===== src/rtl/tbr_pkg.sv =====
package tbr_pkg;
  localparam int BYTE_W = 8;
  localparam int TAB_AW = 2 * BYTE_W;

  typedef enum logic [1:0] {
    ST_IDLE = 2'd0,
    ST_ADDR = 2'd1,
    ST_DATA = 2'd2
  } tbr_state_e;
endpackage


===== src/rtl/tbr_ptr_regs.sv =====
module tbr_ptr_regs
  import tbr_pkg::*;
#(
  parameter logic [BYTE_W-1:0] LO_ADDR = 8'h07,
  parameter logic [BYTE_W-1:0] HI_ADDR = 8'h1F
) (
  input  logic              clk_i,
  input  logic              rst_ni,
  input  logic              we_i,
  input  logic [BYTE_W-1:0] addr_i,
  input  logic [BYTE_W-1:0] wdata_i,
  output logic [BYTE_W-1:0] ptr_lo_o,
  output logic [BYTE_W-1:0] ptr_hi_o
);
  logic [BYTE_W-1:0] lo_q, hi_q;

  always_ff @(posedge clk_i or negedge rst_ni) begin
    if (!rst_ni) begin
      lo_q <= '0;
      hi_q <= '0;
    end else if (we_i) begin
      if (addr_i == LO_ADDR) lo_q <= wdata_i;
      if (addr_i == HI_ADDR) hi_q <= wdata_i;
    end
  end

  assign ptr_lo_o = lo_q;
  assign ptr_hi_o = hi_q;
endmodule


===== src/rtl/tbr_seq.sv =====
module tbr_seq
  import tbr_pkg::*;
(
  input  logic              clk_i,
  input  logic              rst_ni,
  input  logic              start_i,
  input  logic [TAB_AW-1:0] ptr_i,
  output logic              rom_en_o,
  output logic [TAB_AW-1:0] rom_addr_o,
  output logic              cap_o,
  output logic              busy_o
);
  tbr_state_e        state_q;
  logic [TAB_AW-1:0] addr_q;

  always_ff @(posedge clk_i or negedge rst_ni) begin
    if (!rst_ni) begin
      state_q <= ST_IDLE;
      addr_q  <= '0;
    end else begin
      unique case (state_q)
        ST_IDLE: if (start_i) begin
          state_q <= ST_ADDR;
          addr_q  <= ptr_i;  // freeze address: later pointer writes wait for next fetch
        end
        ST_ADDR: state_q <= ST_DATA;
        ST_DATA: state_q <= ST_IDLE;
        default: state_q <= ST_IDLE;
      endcase
    end
  end

  assign rom_en_o   = (state_q == ST_ADDR);
  assign cap_o      = (state_q == ST_DATA);
  assign busy_o     = (state_q != ST_IDLE);
  assign rom_addr_o = addr_q;
endmodule


===== src/rtl/tbr_hold.sv =====
module tbr_hold
  import tbr_pkg::*;
#(
  parameter int WORD_W = 16,
  localparam int HOLD_W = WORD_W - BYTE_W
) (
  input  logic              clk_i,
  input  logic              rst_ni,
  input  logic              cap_i,
  input  logic [WORD_W-1:0] data_i,
  output logic [HOLD_W-1:0] hold_o,
  output logic [BYTE_W-1:0] rd_o
);
  logic [HOLD_W-1:0] hold_q;

  always_ff @(posedge clk_i or negedge rst_ni) begin
    if (!rst_ni)    hold_q <= '0;
    else if (cap_i) hold_q <= data_i[WORD_W-1:BYTE_W];
  end

  generate
    if (HOLD_W < BYTE_W) begin : g_pad
      assign rd_o = {{(BYTE_W-HOLD_W){1'b0}}, hold_q};
    end else begin : g_full
      assign rd_o = hold_q;
    end
  endgenerate

  assign hold_o = hold_q;
endmodule


===== src/rtl/tbr_unit.sv =====
module tbr_unit
  import tbr_pkg::*;
#(
  parameter int WORD_W = 16,
  parameter logic [7:0] LO_ADDR   = 8'h07,
  parameter logic [7:0] HI_ADDR   = 8'h1F,
  parameter logic [7:0] HOLD_ADDR = 8'h08
) (
  input  logic              clk_i,
  input  logic              rst_ni,
  input  logic              reg_we_i,
  input  logic [7:0]        reg_addr_i,
  input  logic [7:0]        reg_wdata_i,
  output logic [7:0]        reg_rdata_o,
  input  logic              start_i,
  output logic              rom_en_o,
  output logic [15:0]       rom_addr_o,
  input  logic [WORD_W-1:0] rom_data_i,
  output logic [7:0]        dst_data_o,
  output logic              dst_valid_o,
  output logic              busy_o
);
  localparam int HOLD_W = WORD_W - BYTE_W;

  logic [BYTE_W-1:0] ptr_lo_w, ptr_hi_w, hold_rd_w;
  logic [HOLD_W-1:0] hold_w;
  logic              cap_w;

  tbr_ptr_regs #(.LO_ADDR(LO_ADDR), .HI_ADDR(HI_ADDR)) u_ptr (
    .clk_i    (clk_i),
    .rst_ni   (rst_ni),
    .we_i     (reg_we_i),
    .addr_i   (reg_addr_i),
    .wdata_i  (reg_wdata_i),
    .ptr_lo_o (ptr_lo_w),
    .ptr_hi_o (ptr_hi_w)
  );

  tbr_seq u_seq (
    .clk_i      (clk_i),
    .rst_ni     (rst_ni),
    .start_i    (start_i),
    .ptr_i      ({ptr_hi_w, ptr_lo_w}),
    .rom_en_o   (rom_en_o),
    .rom_addr_o (rom_addr_o),
    .cap_o      (cap_w),
    .busy_o     (busy_o)
  );

  tbr_hold #(.WORD_W(WORD_W)) u_hold (
    .clk_i  (clk_i),
    .rst_ni (rst_ni),
    .cap_i  (cap_w),
    .data_i (rom_data_i),
    .hold_o (hold_w),
    .rd_o   (hold_rd_w)
  );

  always_comb begin
    unique case (reg_addr_i)
      LO_ADDR:   reg_rdata_o = ptr_lo_w;
      HI_ADDR:   reg_rdata_o = ptr_hi_w;
      HOLD_ADDR: reg_rdata_o = hold_rd_w;
      default:   reg_rdata_o = '0;
    endcase
  end

  assign dst_data_o  = rom_data_i[BYTE_W-1:0];
  assign dst_valid_o = cap_w;
endmodule


===== config.mk =====
export PLATFORM = sky130hd
export DESIGN_NAME = tbr_unit
export DESIGN_NICKNAME = d
export VERILOG_FILES = /design/src/rtl/tbr_pkg.sv /design/src/rtl/tbr_ptr_regs.sv /design/src/rtl/tbr_seq.sv /design/src/rtl/tbr_hold.sv /design/src/rtl/tbr_unit.sv
export SDC_FILE = /design/constraint.sdc
export NUM_CORES = 1
export LEC_CHECK = 0
export ABC_CLOCK_PERIOD_IN_PS = 2700
export BUFFER_PORTS_ARGS = -buffer_cell sky130_fd_sc_hd__buf_2
export CAP_MARGIN = 30
export CORE_ASPECT_RATIO = 1.4
export CORE_MARGIN = 5
export CORE_UTILIZATION = 52
export DETAILED_ROUTE_END_ITERATION = 6
export GPL_ROUTABILITY_DRIVEN = 1
export PLACE_DENSITY = 0.92
export SETUP_SLACK_MARGIN = 0.4
export SLEW_MARGIN = 5
export SYNTH_ARGS = -nofsm -noshare
export SYNTH_HDL_FRONTEND = slang
export SYNTH_SLANG_ARGS = --single-unit

===== constraint.sdc =====
create_clock -name clk_i -period 2.7 [get_ports clk_i]
set_clock_uncertainty 0.05 [all_clocks]
set_input_delay 0.135 -clock clk_i [delete_from_list [all_inputs] [get_ports clk_i]]
set_output_delay 0.135 -clock clk_i [all_outputs]
set_load 0.02 [all_outputs]

# --- Word-level counts from Yosys, hierarchy flattened ---
# Index checks and enable logic that the tools add are counted.
word_totals:
  register_bits: 42
  inputBits: 36
classes:
  eq_ne: 6
  mux: 3
  n_reduce_logical: 5
ops:
  columns: ["op", "count"]
  rows:
  - ["8-bit case mux with 3 select lines", 1]
  - ["8-bit by 3-bit equality test with 1-bit output, second input constant", 1]
  - ["8-bit by 4-bit equality test with 1-bit output, second input constant", 1]
  - ["8-bit by 5-bit equality test with 1-bit output, second input constant", 1]
  - ["2-bit AND reduction", 3]
  - ["2-bit case mux with 2 select lines", 1]
  - ["2-bit by 1-bit equality test with 1-bit output, second input constant", 1]
  - ["2-bit equality test, second input constant", 1]
  - ["2-bit zero test", 1]
  - ["2-bit 2-to-1 mux", 1]
  - ["2-bit inequality test, second input constant", 1]
  - ["2-bit nonzero test", 1]

# --- Depth between registers and ports, before layout ---
# Gate-level depths: netlist of the first run.
depth:
  depth_word: 2
  depth_mapped: 4

# --- Modules after synthesis ---
# Synthesis of the first run repeated with hierarchy kept, for this count alone.
unflattened:
  cells_unflattened: 135
  area_unflattened_um2: 2026.9
modules_own_cells:
  columns: ["module", "instances", "cells_each", "area_each_um2", "seq_area_each_um2"]
  rows:
  - ["tbr_seq", 1, 40, 729.4, 450.4]
  - ["tbr_ptr_regs", 1, 38, 661.9, 400.4]
  - ["tbr_hold", 1, 25, 391.6, 200.2]
  - ["tbr_unit", 1, 32, 244.0, 0.0]

# --- Least setup slack after synthesis of the first run ---
# Ideal clock, no wire load.
synth_timing:
  path_kind: "register to register"
  start: "register u_seq.state_q[0]"
  end: "register u_seq.addr_q[10], in the netlist u_seq.rom_addr_o[10]"
  arrival_ns: 1.435
  slack_ns: 1.091
  path_stages_with_launch: 5
  n_path_buf: 1
  cell_sequence: "dfrtp_1 -> or2_1 -> nor2_4 -> buf_4 -> mux2_2"
synth_between:
  elab_chain_len: 2
synth_rtl:
  columns: ["item", "line", "source"]
  rows:
  - ["from (decl)", "tbr_seq.sv:13", "tbr_state_e state_q;"]
  - ["from (signal assigned)", "tbr_seq.sv:18", "state_q <= ST_IDLE;"]
  - ["from (signal assigned)", "tbr_seq.sv:23", "state_q <= ST_ADDR;"]
  - ["from (signal assigned)", "tbr_seq.sv:26", "ST_ADDR: state_q <= ST_DATA;"]
  - ["2-bit zero test", "tbr_seq.sv:21", "unique case (state_q)"]
  - ["2-bit AND reduction (no line)", null, null]
  - ["to (signal assigned)", "tbr_seq.sv:24", "addr_q <= ptr_i;"]
  - ["to (decl)", "tbr_seq.sv:14", "logic [TAB_AW-1:0] addr_q;"]
# Every way passes these cells.
# A chain may end at the register's enable or synchronous reset.

# --- Worst setup path in the final report of the first run ---
layout_timing:
  start: "register u_seq.state_q[0]"
  end: "output dst_valid_o"
layout_between:
  elab_chain_len: 1
layout_rtl:
  columns: ["item", "line", "source"]
  rows:
  - ["2-bit equality test", "tbr_seq.sv:34", "assign cap_o = (state_q == ST_DATA);"]
  - ["to (decl)", "tbr_unit.sv:20", "output logic dst_valid_o,"]
# Every way passes these cells.

==> flow_summary.yaml, run 1 <==
timing:
  finalHoldViolations: 0
  slew_headroom_pct: 46.6
  post-route-min-period_ns: 1.81
  worst-slew-pin-transition_ns: 0.800
  slew_violations: 0
  holdWs_ns: 0.0235
  timing.final.crit_share_pct: 67.1
  finalSetupViolations: 0
  totalNegativeSetupSlack_ns: 0
  timing.fmax_mhz: 552
  setup_repair_after_global_routing_missed_its_margin: "no"
logic_synthesis:
  syn_area_per_cell_sq_um: 14.8
  synth_nets: 160
  synthesis.area_sq_um: 1840
  post_synth_fa_ha_maj_area_fraction_pct: 0
  synth.yosys.seq_area_share_pct: 57.1
  synth_simple_gate_area_share_pct: 6.93
  synth_compound_gate_area_share_pct: 7.07
  synth.area.mux_share_pct: 24.5
  post_synth_num_cell_types: 19
  synthTopCellsByArea: "sky130_fd_sc_hd__dfrtp_1, sky130_fd_sc_hd__mux2_2, sky130_fd_sc_hd__o2bb2ai_1"
  yosys_register_bits: 42
  synthDominantAreaCellType: "sky130_fd_sc_hd__dfrtp_1"
  syn_inst: 124
  synth.yosys.warnings: 0
  synth_top_family_by_area: "multiplexers"
  synthDominantCellAreaShare_pct: 57.1
  synth-xor-area-share_pct: 0
route:
  routed_wire_length_per_instance_um: 18.2
  drt.antenna.violating_nets: 0
  routed-via-count: 1194
  drt_iter0_drc: 22
  totalWireLength_um: 3930
  detail_route.first_pass.iterations: 4
  drt_drc_violations_left: 0
  detail_route.vias_per_cell: 5.53
power:
  worst_ir_drop_vdd_v: 0.000497
  p_total_mw: 1.37
  power_density_nw_per_um2: 626
  net-switching-power_mw: 0.372
  power_report.internal_total_mw: 1.00
  power.share.clock_pct: 27.6
  leakage_nw: 1.16
  power.sequential.fraction_pct: 55.6
  combPwrFrac_pct: 16.8
  switching_share_pct: 27.1
grt:
  global_routing_s_busiest_layer: "met2"
  grt_usage_pct: 18.2
  grt_util_met3_pct: 5.63
  globalRouteOverflowTotal: 0
  gr_met1_demand_resource_pct: 20.9
  first_global_vias: 1394
  antenna_found_initial: 0
  pin_count_of_the_biggest_net_entering_global_routing: 43
  grt_util_met2_pct: 29.4
  grt_pass1_wl_um: 6480
worst_setup_path:
  timing.critical_path.fanout_max: 9
  worstPathArrival_ns: 1.63
  timing.critical_path.to_type: "output pin"
  worst-setup-path-type: "flop to output pin"
  worst_r2r_path_depth: 3
  worstPathRequired_ns: 2.52
  setup.worst_path.start_class: "flop"
die:
  number_of_top_level_pins: 71
  rows: 25
  floorplan.initialDensity_pct: 54.0
  chip_height_um: 80.4
  die_w_um: 60.3
  design.die.area_sq_um: 4850
  fp.coreArea_sq_um: 3410
placed_design:
  port-buffer-count: 54
  gp_congestion: 0.724
  dpl.hpwl_um: 2890
final_layout:
  number_of_antenna_cells_inserted: 0
  layout-area-overhead-vs-synth_pct: 19.1
  leading_cell_type_in_the_layout_fill_and_taps_excluded: "sky130_fd_sc_hd__buf_2"
  final_net_count: 212
  post_route_cells_drive_above_1_share_pct: 61.9
  layout_common_cells: "sky130_fd_sc_hd__buf_2, sky130_fd_sc_hd__dfrtp_1, sky130_fd_sc_hd__mux2_2"
cts:
  post_cts.repair.setup_buffers: 0
  htree_levels: 2
  tritoncts_clock_tree: "yes"
  postCtsResizedCells: 0
  numCtsBuffers: 5
  clock_path_buffers: 2
  cts.hold.buffers_added: 1
  clkTransAtPathRegs_ns: 0.08
  cts_root_cell: "sky130_fd_sc_hd__clkbuf_8"
  clkLatencyLatePin_ns: 0.30
  tritoncts_num_sinks: 42
min_path:
  hold_path.class: "input port to flop"
  min_delay_path_depth: 2
status:
  run_status: "finished, final reports clean"
run:
  drv_cap: 0
power groups by stage:
stage,clock network [mW],registers (mW),logic (mW)
2_1_floorplan,0,0.782,0.145
3_3_place_gp,0,0.765,0.218
3_5_place_dp,0,0.773,0.228
4_1_cts,0.386,0.761,0.230
5_1_grt,0.416,0.773,0.252
6_report,0.379,0.763,0.230
routing by layer:
metal  vias up  wire length, um
met5         -                0
met4         0               95
met3        12              266
met2        44             1990
met1       589             1580
li1        549                -
stage by stage:
| stage | std cells | cell area (sq um) | setup WS, ns | util [%] |
|---|---|---|---|---|
| CTS | 215 | 2170 | 0.866 | 63.7 |
| global placement | 207 | 2080 | 0.987 | 61.1 |
| global route | 216 | 2190 | 0.761 | 64.3 |
| detailed placement | 207 | 2080 | 0.926 | 61.1 |
| floorplan | 124 | 1840 | 1.09 | - |
| finish | 216 | 2190 | 0.887 | 64.3 |
final timing paths:
check,startpoint,endpoint,slack (ns)
max,u_seq.state_q[0],dst_valid_o,0.89
min,rom_data_i[14],u_hold.hold_o[6],0.02
max reg2reg,u_seq.state_q[0],u_seq.rom_addr_o[14],1.06
min reg2reg,u_seq.state_q[1],u_seq.state_q[1],0.42
max in group asynchronous,rst_ni,u_seq.rom_addr_o[14],2.09
min in group asynchronous,rst_ni,u_hold.hold_o[3],0.12
flip-flops by register name, indices dropped and copies added, names as in the netlist:
name              cells
u_seq.state_q         2
u_hold.hold_o         8
u_ptr.ptr_lo_o        8
u_ptr.ptr_hi_o        8
u_seq.rom_addr_o     16
critical path, stage by stage, from the launching register on:
cell and delay [ns]:
sky130_fd_sc_hd__dfrtp_1 0.40, sky130_fd_sc_hd__nor2b_1 0.63, sky130_fd_sc_hd__buf_2 0.30
cells by family after synthesis:
| logic type | after synthesis |
|---|---|
| muxes | 40 |
| and+or+nand+nor | 14 |
| buffers and inverters | 12 |
| DFF | 42 |
| AOI/OAI and AO/OA | 16 |
synth_stat cells (all sizes together):
| master | count |
|---|---|
| dfrtp | 42 |
| nor3b | 1 |
| nand2 | 1 |
| mux2 | 40 |
| and3 | 1 |
| o2bb2ai | 8 |
| nor3 | 1 |
| or4b | 1 |
| inv | 1 |
| nor2b | 3 |
| or2 | 1 |
| a22oi | 8 |
| nor2 | 2 |
| buf | 11 |
| and2 | 1 |
| nand4 | 2 |
cell type report:
class | instances | area [sq um]
inverters | 1 | 3.75
well taps | 40 | 50.0
repair buffers | 56 | 300
clock inverters | 2 | 10.0
flip-flops and latches | 42 | 1050
multi-input cells | 70 | 708
clock buffers | 5 | 68.8
fillers | 245 | 1220
Power figures use the tool's default switching activity.
==> run 2: changes to the inputs <==
--- a/config.mk
+++ b/config.mk
@@ -5,15 +5,16 @@
 export SDC_FILE = /design/constraint.sdc
 export NUM_CORES = 1
 export LEC_CHECK = 0
-export ABC_CLOCK_PERIOD_IN_PS = 2700
+export ABC_AREA = 1
+export ABC_CLOCK_PERIOD_IN_PS = 1700
 export BUFFER_PORTS_ARGS = -buffer_cell sky130_fd_sc_hd__buf_2
 export CAP_MARGIN = 30
 export CORE_ASPECT_RATIO = 1.4
 export CORE_MARGIN = 5
-export CORE_UTILIZATION = 52
+export CORE_UTILIZATION = 50
 export DETAILED_ROUTE_END_ITERATION = 6
 export GPL_ROUTABILITY_DRIVEN = 1
-export PLACE_DENSITY = 0.92
+export PLACE_DENSITY = 0.87
 export SETUP_SLACK_MARGIN = 0.4
 export SLEW_MARGIN = 5
 export SYNTH_ARGS = -nofsm -noshare
==> constraint.sdc (replaced) <==
create_clock -name clk_i -period 1.7 [get_ports clk_i]
set_clock_uncertainty 0.05 [all_clocks]
set_input_delay 0.085 -clock clk_i [delete_from_list [all_inputs] [get_ports clk_i]]
set_output_delay 0.085 -clock clk_i [all_outputs]
set_load 0.02 [all_outputs]
==> run 2 against run 1 <==
  * Combinational power grew 85%
  * Cell area grew 18%
  * First-iteration DRC count grew to 4.8 times the previous value
  * Highest routed layer unchanged
  * Power grew 75%
  * Hold slack lost 0.018 ns
  * Via count grew 57%
  * Setup slack lost 0.46 ns
  * Clock power grew 100%
  * Non-clock buffer count grew 18
  * Critical path depth grew 2
  * Sequential power grew 57%
==> flow_summary.yaml, run 2 <==
status:
  run_status: "finished, final reports clean"
run:
  drv_cap: 0
power:
  power_report.internal_total_mw: 1.72
  power_density_nw_per_um2: 925
  switching_share_pct: 28.5
  p_total_mw: 2.40
  net-switching-power_mw: 0.685
  worst_ir_drop_vdd_v: 0.000499
  power.share.clock_pct: 32.3
  leakage_nw: 1.52
  power.sequential.fraction_pct: 50.0
  combPwrFrac_pct: 17.7
worst_setup_path:
  crit_path_cell_trace: "inv_2 > nand2_4 > inv_6 > buf_4"
  worstPathArrival_ns: 1.14
  timing.reg2reg.setup_slack_ns: 0.50
  setup.worst_path.start_class: "flop"
  worst-setup-path-type: "flop to output pin"
  timing.critical_path.fanout_max: 9
  rr_startpoint: "u_seq.state_q[1]"
  cp_num_buf_inv: 3
  timing.critical_path.to_type: "output pin"
  cp_slowest_cell: "sky130_fd_sc_hd__dfrtp_1"
  timing.critical_path.max_delay_family: "flip-flops"
  critical_path.startpoint: "u_seq.state_q[0]"
  worstPathRequired_ns: 1.56
  timing.critical_path.slowest_cell_delay_ns: 0.40
placed_design:
  dpl.hpwl_um: 3480
  place_area_sq_um: 2280
  gp_congestion: 0.918
  port-buffer-count: 54
logic_synthesis:
  synthDominantCellAreaShare_pct: 49.8
  synthDominantAreaCellType: "sky130_fd_sc_hd__dfrtp_1"
  synthesis.area_sq_um: 2110
  synthTopCellsByArea: "sky130_fd_sc_hd__dfrtp_1, sky130_fd_sc_hd__nand2_1, sky130_fd_sc_hd__nand3_1"
  synth.yosys.warnings: 0
  syn_area_per_cell_sq_um: 8.69
  synth-edff-count: 0
  netlist_top_cells_count: "sky130_fd_sc_hd__nand2_1, sky130_fd_sc_hd__dfrtp_1, sky130_fd_sc_hd__nand3_1"
  synth.yosys.seq_area_share_pct: 49.8
  async_flop_share_pct: 100
  syn_inst: 243
  yosysMostFrequentCell: "sky130_fd_sc_hd__nand2_1"
  post_synth_num_cell_types: 20
  synth_nets: 279
  yosys_register_bits: 42
  yosys_most_used_dff: "sky130_fd_sc_hd__dfrtp_1"
final_layout:
  layout_common_cells: "sky130_fd_sc_hd__nand2_1, sky130_fd_sc_hd__buf_2, sky130_fd_sc_hd__dfrtp_1"
  leading_cell_type_in_the_layout_fill_and_taps_excluded: "sky130_fd_sc_hd__nand2_1"
  final_util_pct: 62.3
  multi_input_comb_area_sq_um: 871
  final_net_count: 344
  regArea_sq_um: 1050
  num-fill-cells: 361
  layout-area-overhead-vs-synth_pct: 23.0
  post_route_cells_drive_above_1_share_pct: 30.1
  number_of_antenna_cells_inserted: 0
  largest_register_ffs: 16
  stdcell_area_sq_um: 2600
min_path:
  hold_path.class: "input port to flop"
  hold_start: "reg_wdata_i[6]"
grt:
  pin_count_of_the_biggest_net_entering_global_routing: 26
  grt_pass1_wl_um: 8120
  antenna_found_initial: 0
  globalRouteOverflowTotal: 0
  grt_usage_pct: 18.9
  first_global_vias: 1751
timing:
  timing.final.crit_share_pct: 75.1
  finalSetupViolations: 0
  slew_violations: 0
  worst-slew-pin-transition_ns: 0.401
  post-route-min-period_ns: 1.28
  setup_repair_after_global_routing_missed_its_margin: "yes"
  slew_headroom_pct: 73.2
  holdWs_ns: 0.00603
  totalNegativeSetupSlack_ns: 0
  timing.fmax_mhz: 783
  finalHoldViolations: 0
cts:
  cts_root_cell: "sky130_fd_sc_hd__clkbuf_8"
  clock_path_buffers: 2
  tritoncts_num_sinks: 42
  clkLatencyLatePin_ns: 0.30
  tritoncts_clock_tree: "yes"
  numCtsBuffers: 5
  htree_levels: 2
  clkTransAtPathRegs_ns: 0.08
route:
  routed-via-count: 1873
  drt_drc_violations_left: 0
  totalWireLength_um: 4920
  drt_iter0_drc: 105
  routed_wire_length_per_instance_um: 13.9
  detail_route.first_pass.iterations: 4
  drt.antenna.violating_nets: 0
  detail_route.vias_per_cell: 5.29
die:
  floorplan.initialDensity_pct: 50.7
  design.die.area_sq_um: 5640
  rows: 28
  die_w_um: 64.9
  chip_height_um: 86.9
  number_of_top_level_pins: 71
  fp.coreArea_sq_um: 4170
==> run 2: layer usage <==
| layer | wire length [um] | up-vias | GRT usage, % | share of wire [%] |
|---|---|---|---|---|
| met5 | 0 | - | 0 | 0 |
| met4 | 172 | 0 | 11.5 | 3.5 |
| met3 | 394 | 13 | 5.17 | 8.0 |
| met2 | 2570 | 96 | 31.4 | 52 |
| met1 | 1790 | 858 | 21.4 | 36 |
| li1 | - | 906 | - | - |
==> run 2: final cells by class <==
| cell class | count | area share (%) |
|---|---|---|
| clock buffer | 6 | 2.79 |
| sequential | 42 | 40.5 |
| timing repair buffer | 74 | 17.4 |
| clock inverter | 2 | 1.45 |
| inverter | 12 | 2.12 |
| tap | 45 | 2.17 |
| multi-input combinational | 173 | 33.5 |
==> run 2: worst paths after layout <==
path / depth (start not counted) / end
min in group asynchronous: 2 / u_seq.rom_addr_o[13]
worst max-delay path: 4 / dst_valid_o
worst min register to register: 2 / u_seq.rom_addr_o[5]
max in group asynchronous: 3 / u_seq.state_q[1]
worst max register to register: 5 / u_seq.rom_addr_o[10]
worst min-delay path: 3 / u_ptr.ptr_hi_o[6]
==> run 2: stage by stage <==
stage	std cells	setup slack [ns]
3_3_place_gp	327	0.424
3_5_place_dp	327	0.362
6_report	354	0.423
4_1_cts	347	0.382
2_1_floorplan	243	0.641
5_1_grt	354	0.364
==> run 2: logic make-up after synthesis <==
| kind of cell | count (synthesis) | synth area share, % |
|---|---|---|
| DFF | 42 | 49.8 |
| buffers and inverters | 29 | 10.1 |
| and+or+nand+nor | 172 | 40.1 |
==> run 2: tightest hold or removal path, stage by stage <==
cell and delay, ns:
sky130_fd_sc_hd__buf_2 0.11, sky130_fd_sc_hd__nand4_1 0.08, sky130_fd_sc_hd__nand2_1 0.05
==> run 2: power by group through the flow <==
| stage | clock [mW] | combinational (mW) | sequential (mW) |
|---|---|---|---|
| final | 0.776 | 0.425 | 1.20 |
| after global routing | 0.827 | 0.475 | 1.22 |
| after CTS | 0.792 | 0.410 | 1.20 |
| after detailed placement | 0 | 0.377 | 1.22 |
| after global placement | 0 | 0.367 | 1.21 |
| after floorplan | 0 | 0.248 | 1.24 |
==> run 2: timing repair <==
item | 4_1_cts | 5_1_grt
setup buffers | 0 | 6
setup endpoints to repair | 17 | 23
pin swaps | 0 | 3
endpoints found under the hold margin | 26 | 0
cloned | 0 | 1
hold buffers | 12 | 0
gates resized for setup | 5 | 4
==> run 3: changes to the inputs <==
--- a/config.mk
+++ b/config.mk
@@ -6,15 +6,15 @@
 export NUM_CORES = 1
 export LEC_CHECK = 0
 export ABC_AREA = 1
-export ABC_CLOCK_PERIOD_IN_PS = 1700
+export ABC_CLOCK_PERIOD_IN_PS = 1050
 export BUFFER_PORTS_ARGS = -buffer_cell sky130_fd_sc_hd__buf_2
 export CAP_MARGIN = 30
 export CORE_ASPECT_RATIO = 1.4
 export CORE_MARGIN = 5
-export CORE_UTILIZATION = 50
+export CORE_UTILIZATION = 45
 export DETAILED_ROUTE_END_ITERATION = 6
 export GPL_ROUTABILITY_DRIVEN = 1
-export PLACE_DENSITY = 0.87
+export PLACE_DENSITY = 0.83
 export SETUP_SLACK_MARGIN = 0.4
 export SLEW_MARGIN = 5
 export SYNTH_ARGS = -nofsm -noshare
==> constraint.sdc (replaced) <==
create_clock -name clk_i -period 1.05 [get_ports clk_i]
set_clock_uncertainty 0.05 [all_clocks]
set_input_delay 0.0525 -clock clk_i [delete_from_list [all_inputs] [get_ports clk_i]]
set_output_delay 0.0525 -clock clk_i [all_outputs]
set_load 0.02 [all_outputs]
==> run 3 against run 2 <==
  * The flow now finishes with violations (negative hold slack, negative setup slack)
  * First-iteration DRC count rose by 83%
  * Non-clock buffer count rose by 61
  * Cell area rose by 55%
  * Setup slack got worse by 0.65 ns
  * Sequential cell count did not move
  * Core utilization rose by 27 points
  * Combinational power rose to 3.4 times the previous value
  * Global-route usage rose by 5.3 points
  * Clock power rose by 110%
  * Power rose by 110%
  * Sequential power rose by 69%
  * Critical endpoint is now u_seq.rom_addr_o[13]
  * Largest power group unchanged
==> flow_summary.yaml, run 3 (synthesis gave the netlist of run 2 again) <==
die:
  design.die.area_sq_um: 6180
  number_of_top_level_pins: 71
  floorplan.initialDensity_pct: 46.6
  fp.coreArea_sq_um: 4540
  chip_height_um: 91.1
  die_w_um: 67.9
  rows: 29
final_layout:
  layout-area-overhead-vs-synth_pct: 91.1
  post_route_cells_drive_above_1_share_pct: 66.9
  number_of_antenna_cells_inserted: 0
  largest_register_ffs: 16
  layout_common_cells: "sky130_fd_sc_hd__nand2_1, sky130_fd_sc_hd__buf_6, sky130_fd_sc_hd__buf_4"
  final_util_pct: 89.0
  num-fill-cells: 186
  final_net_count: 407
  stdcell_count: 434
  stdcell_area_sq_um: 4040
  leading_cell_type_in_the_layout_fill_and_taps_excluded: "sky130_fd_sc_hd__nand2_1"
cts:
  numCtsBuffers: 5
  clkTransAtPathRegs_ns: 0.10
  clkLatencyLatePin_ns: 0.32
  cts_root_cell: "sky130_fd_sc_hd__clkbuf_8"
  clock_path_buffers: 2
  tritoncts_clock_tree: "yes"
  tritoncts_num_sinks: 42
  htree_levels: 2
worst_setup_path:
  setup.worst_path.start_class: "flop"
  timing.critical_path.to_type: "flop"
  timing.critical_path.fanout_max: 7
  cp_slowest_cell: "sky130_fd_sc_hd__dfrtp_1"
  worst_r2r_path_depth: 6
  worst_path_most_repeated_cell: "sky130_fd_sc_hd__nand2_2"
  cp_num_buf_inv: 2
  worstPathArrival_ns: 1.43
  timing.critical_path.max_delay_family: "flip-flops"
  crit_path_cell_trace: "nor2_4 > buf_6 > nand2_8 > buf_12 > nand2_2 > nand2_2"
  timing.critical_path.slowest_cell_delay_ns: 0.43
  timing.rr.end: "u_seq.rom_addr_o[13]"
  worst-setup-path-type: "flop to flop"
  timing.reg2reg.setup_slack_ns: -0.22
  rr_startpoint: "u_seq.state_q[0]"
  worstPathRequired_ns: 1.21
placed_design:
  place_inst: 364
  dp_slack_ns: -0.102
  dpl.hpwl_um: 3820
  gp_congestion: 0.910
  port-buffer-count: 54
  place_area_sq_um: 2850
timing:
  totalNegativeSetupSlack_ns: -4.12
  slew_violations: 0
  slew_headroom_pct: 72.6
  setup_repair_after_global_routing_missed_its_margin: "yes"
  finalSetupViolations: 35
  timing.fmax_mhz: 785
  finalHoldViolations: 53
  finalWorstSetupSlack_ns: -0.223
  post-route-min-period_ns: 1.27
  holdWs_ns: -0.401
  timing.final.crit_share_pct: 121
  worst-slew-pin-transition_ns: 0.410
route:
  totalWireLength_um: 8760
  drt.antenna.violating_nets: 0
  routed_wire_length_per_instance_um: 20.2
  routed-via-count: 2348
  drt_drc_violations_left: 0
  drt_iter0_drc: 192
  detail_route.vias_per_cell: 5.41
  detail_route.first_pass.iterations: 4
status:
  failed_checks: "negative hold slack, negative setup slack"
  run_status: "complete, but fails checks"
grt:
  globalRouteOverflowTotal: 0
  pin_count_of_the_biggest_net_entering_global_routing: 28
  grt_usage_pct: 24.2
  grt_pass1_wl_um: 11200
  antenna_found_initial: 0
  first_global_vias: 2315
min_path:
  hold_path.class: "input port to async pin"
power:
  worst_ir_drop_vdd_v: 0.00109
  p_total_mw: 5.08
  leakage_nw: 2.09
  power_density_nw_per_um2: 1260
run:
  drv_cap: 0
==> run 3: cell count changes in the layout (fill, tap and decap cells not counted), sizes merged <==
cell / previous run / this run
clkinv: 0 / 1
bufinv: 1 / 2
clkinvlp: 1 / 0
nor2: 9 / 8
buf: 62 / 129
nand2: 114 / 115
inv: 12 / 14
dlygate4sd3: 12 / 5
==> run 3: worst register-to-register path, delay by kind of cell, from the launching register on <==
family | cells | cell delay, ns
buf+inv | 2 | 0.30
flops | 1 | 0.43
simple gates | 4 | 0.40
==> run 3: power breakdown <==
part	internal [mW]	leakage (nW)	switching, mW
Combinational	0.731	1.46	0.708
Sequential	1.82	0.563	0.213
Clock	0.954	0.0683	0.658
Total	3.50	2.09	1.58
==> run 3: area by class of cell <==
cell class | count | area [sq um] | area share [%]
inverters | 12 | 96.3 | 2.39
flip-flops and latches | 42 | 1050 | 26.1
well taps | 62 | 77.6 | 1.92
multi-input cells | 173 | 1340 | 33.1
clock inverters | 3 | 68.8 | 1.71
clock buffers | 5 | 68.8 | 1.71
repair inverters | 2 | 17.5 | 0.434
repair buffers | 135 | 1320 | 32.6
==> run 3: timing repair <==
item	4_1_cts	5_1_grt
hold endpoints to repair	64	57
hold buffers	4	1
setup buffers	30	23
resized for setup	118	48
endpoints found under the setup margin	69	69
gates cloned	3	1
pin swaps	45	13
==> run 3: routing by layer <==
| metal | track usage, % | routed length (um) | vias to the layer above |
|---|---|---|---|
| met1 | 25.9 | 2900 | 1153 |
| met2 | 43.8 | 4750 | 128 |
| met3 | 5.19 | 681 | 30 |
| met5 | 0 | 0 | - |
| met4 | 10.4 | 432 | 0 |
| li1 | - | - | 1037 |
==> run 3: worst max path at each step <==
stage	end	start	cells past startpoint
2_1_floorplan	u_seq.rom_addr_o[10]	u_seq.state_q[0]	6
3_3_place_gp	u_seq.rom_addr_o[12]	u_seq.state_q[0]	5
3_5_place_dp	u_seq.rom_addr_o[2]	u_seq.state_q[0]	5
4_1_cts	busy_o	u_seq.state_q[1]	4
5_1_grt	u_seq.rom_addr_o[13]	u_seq.state_q[0]	6
6_report	u_seq.rom_addr_o[13]	u_seq.state_q[0]	6
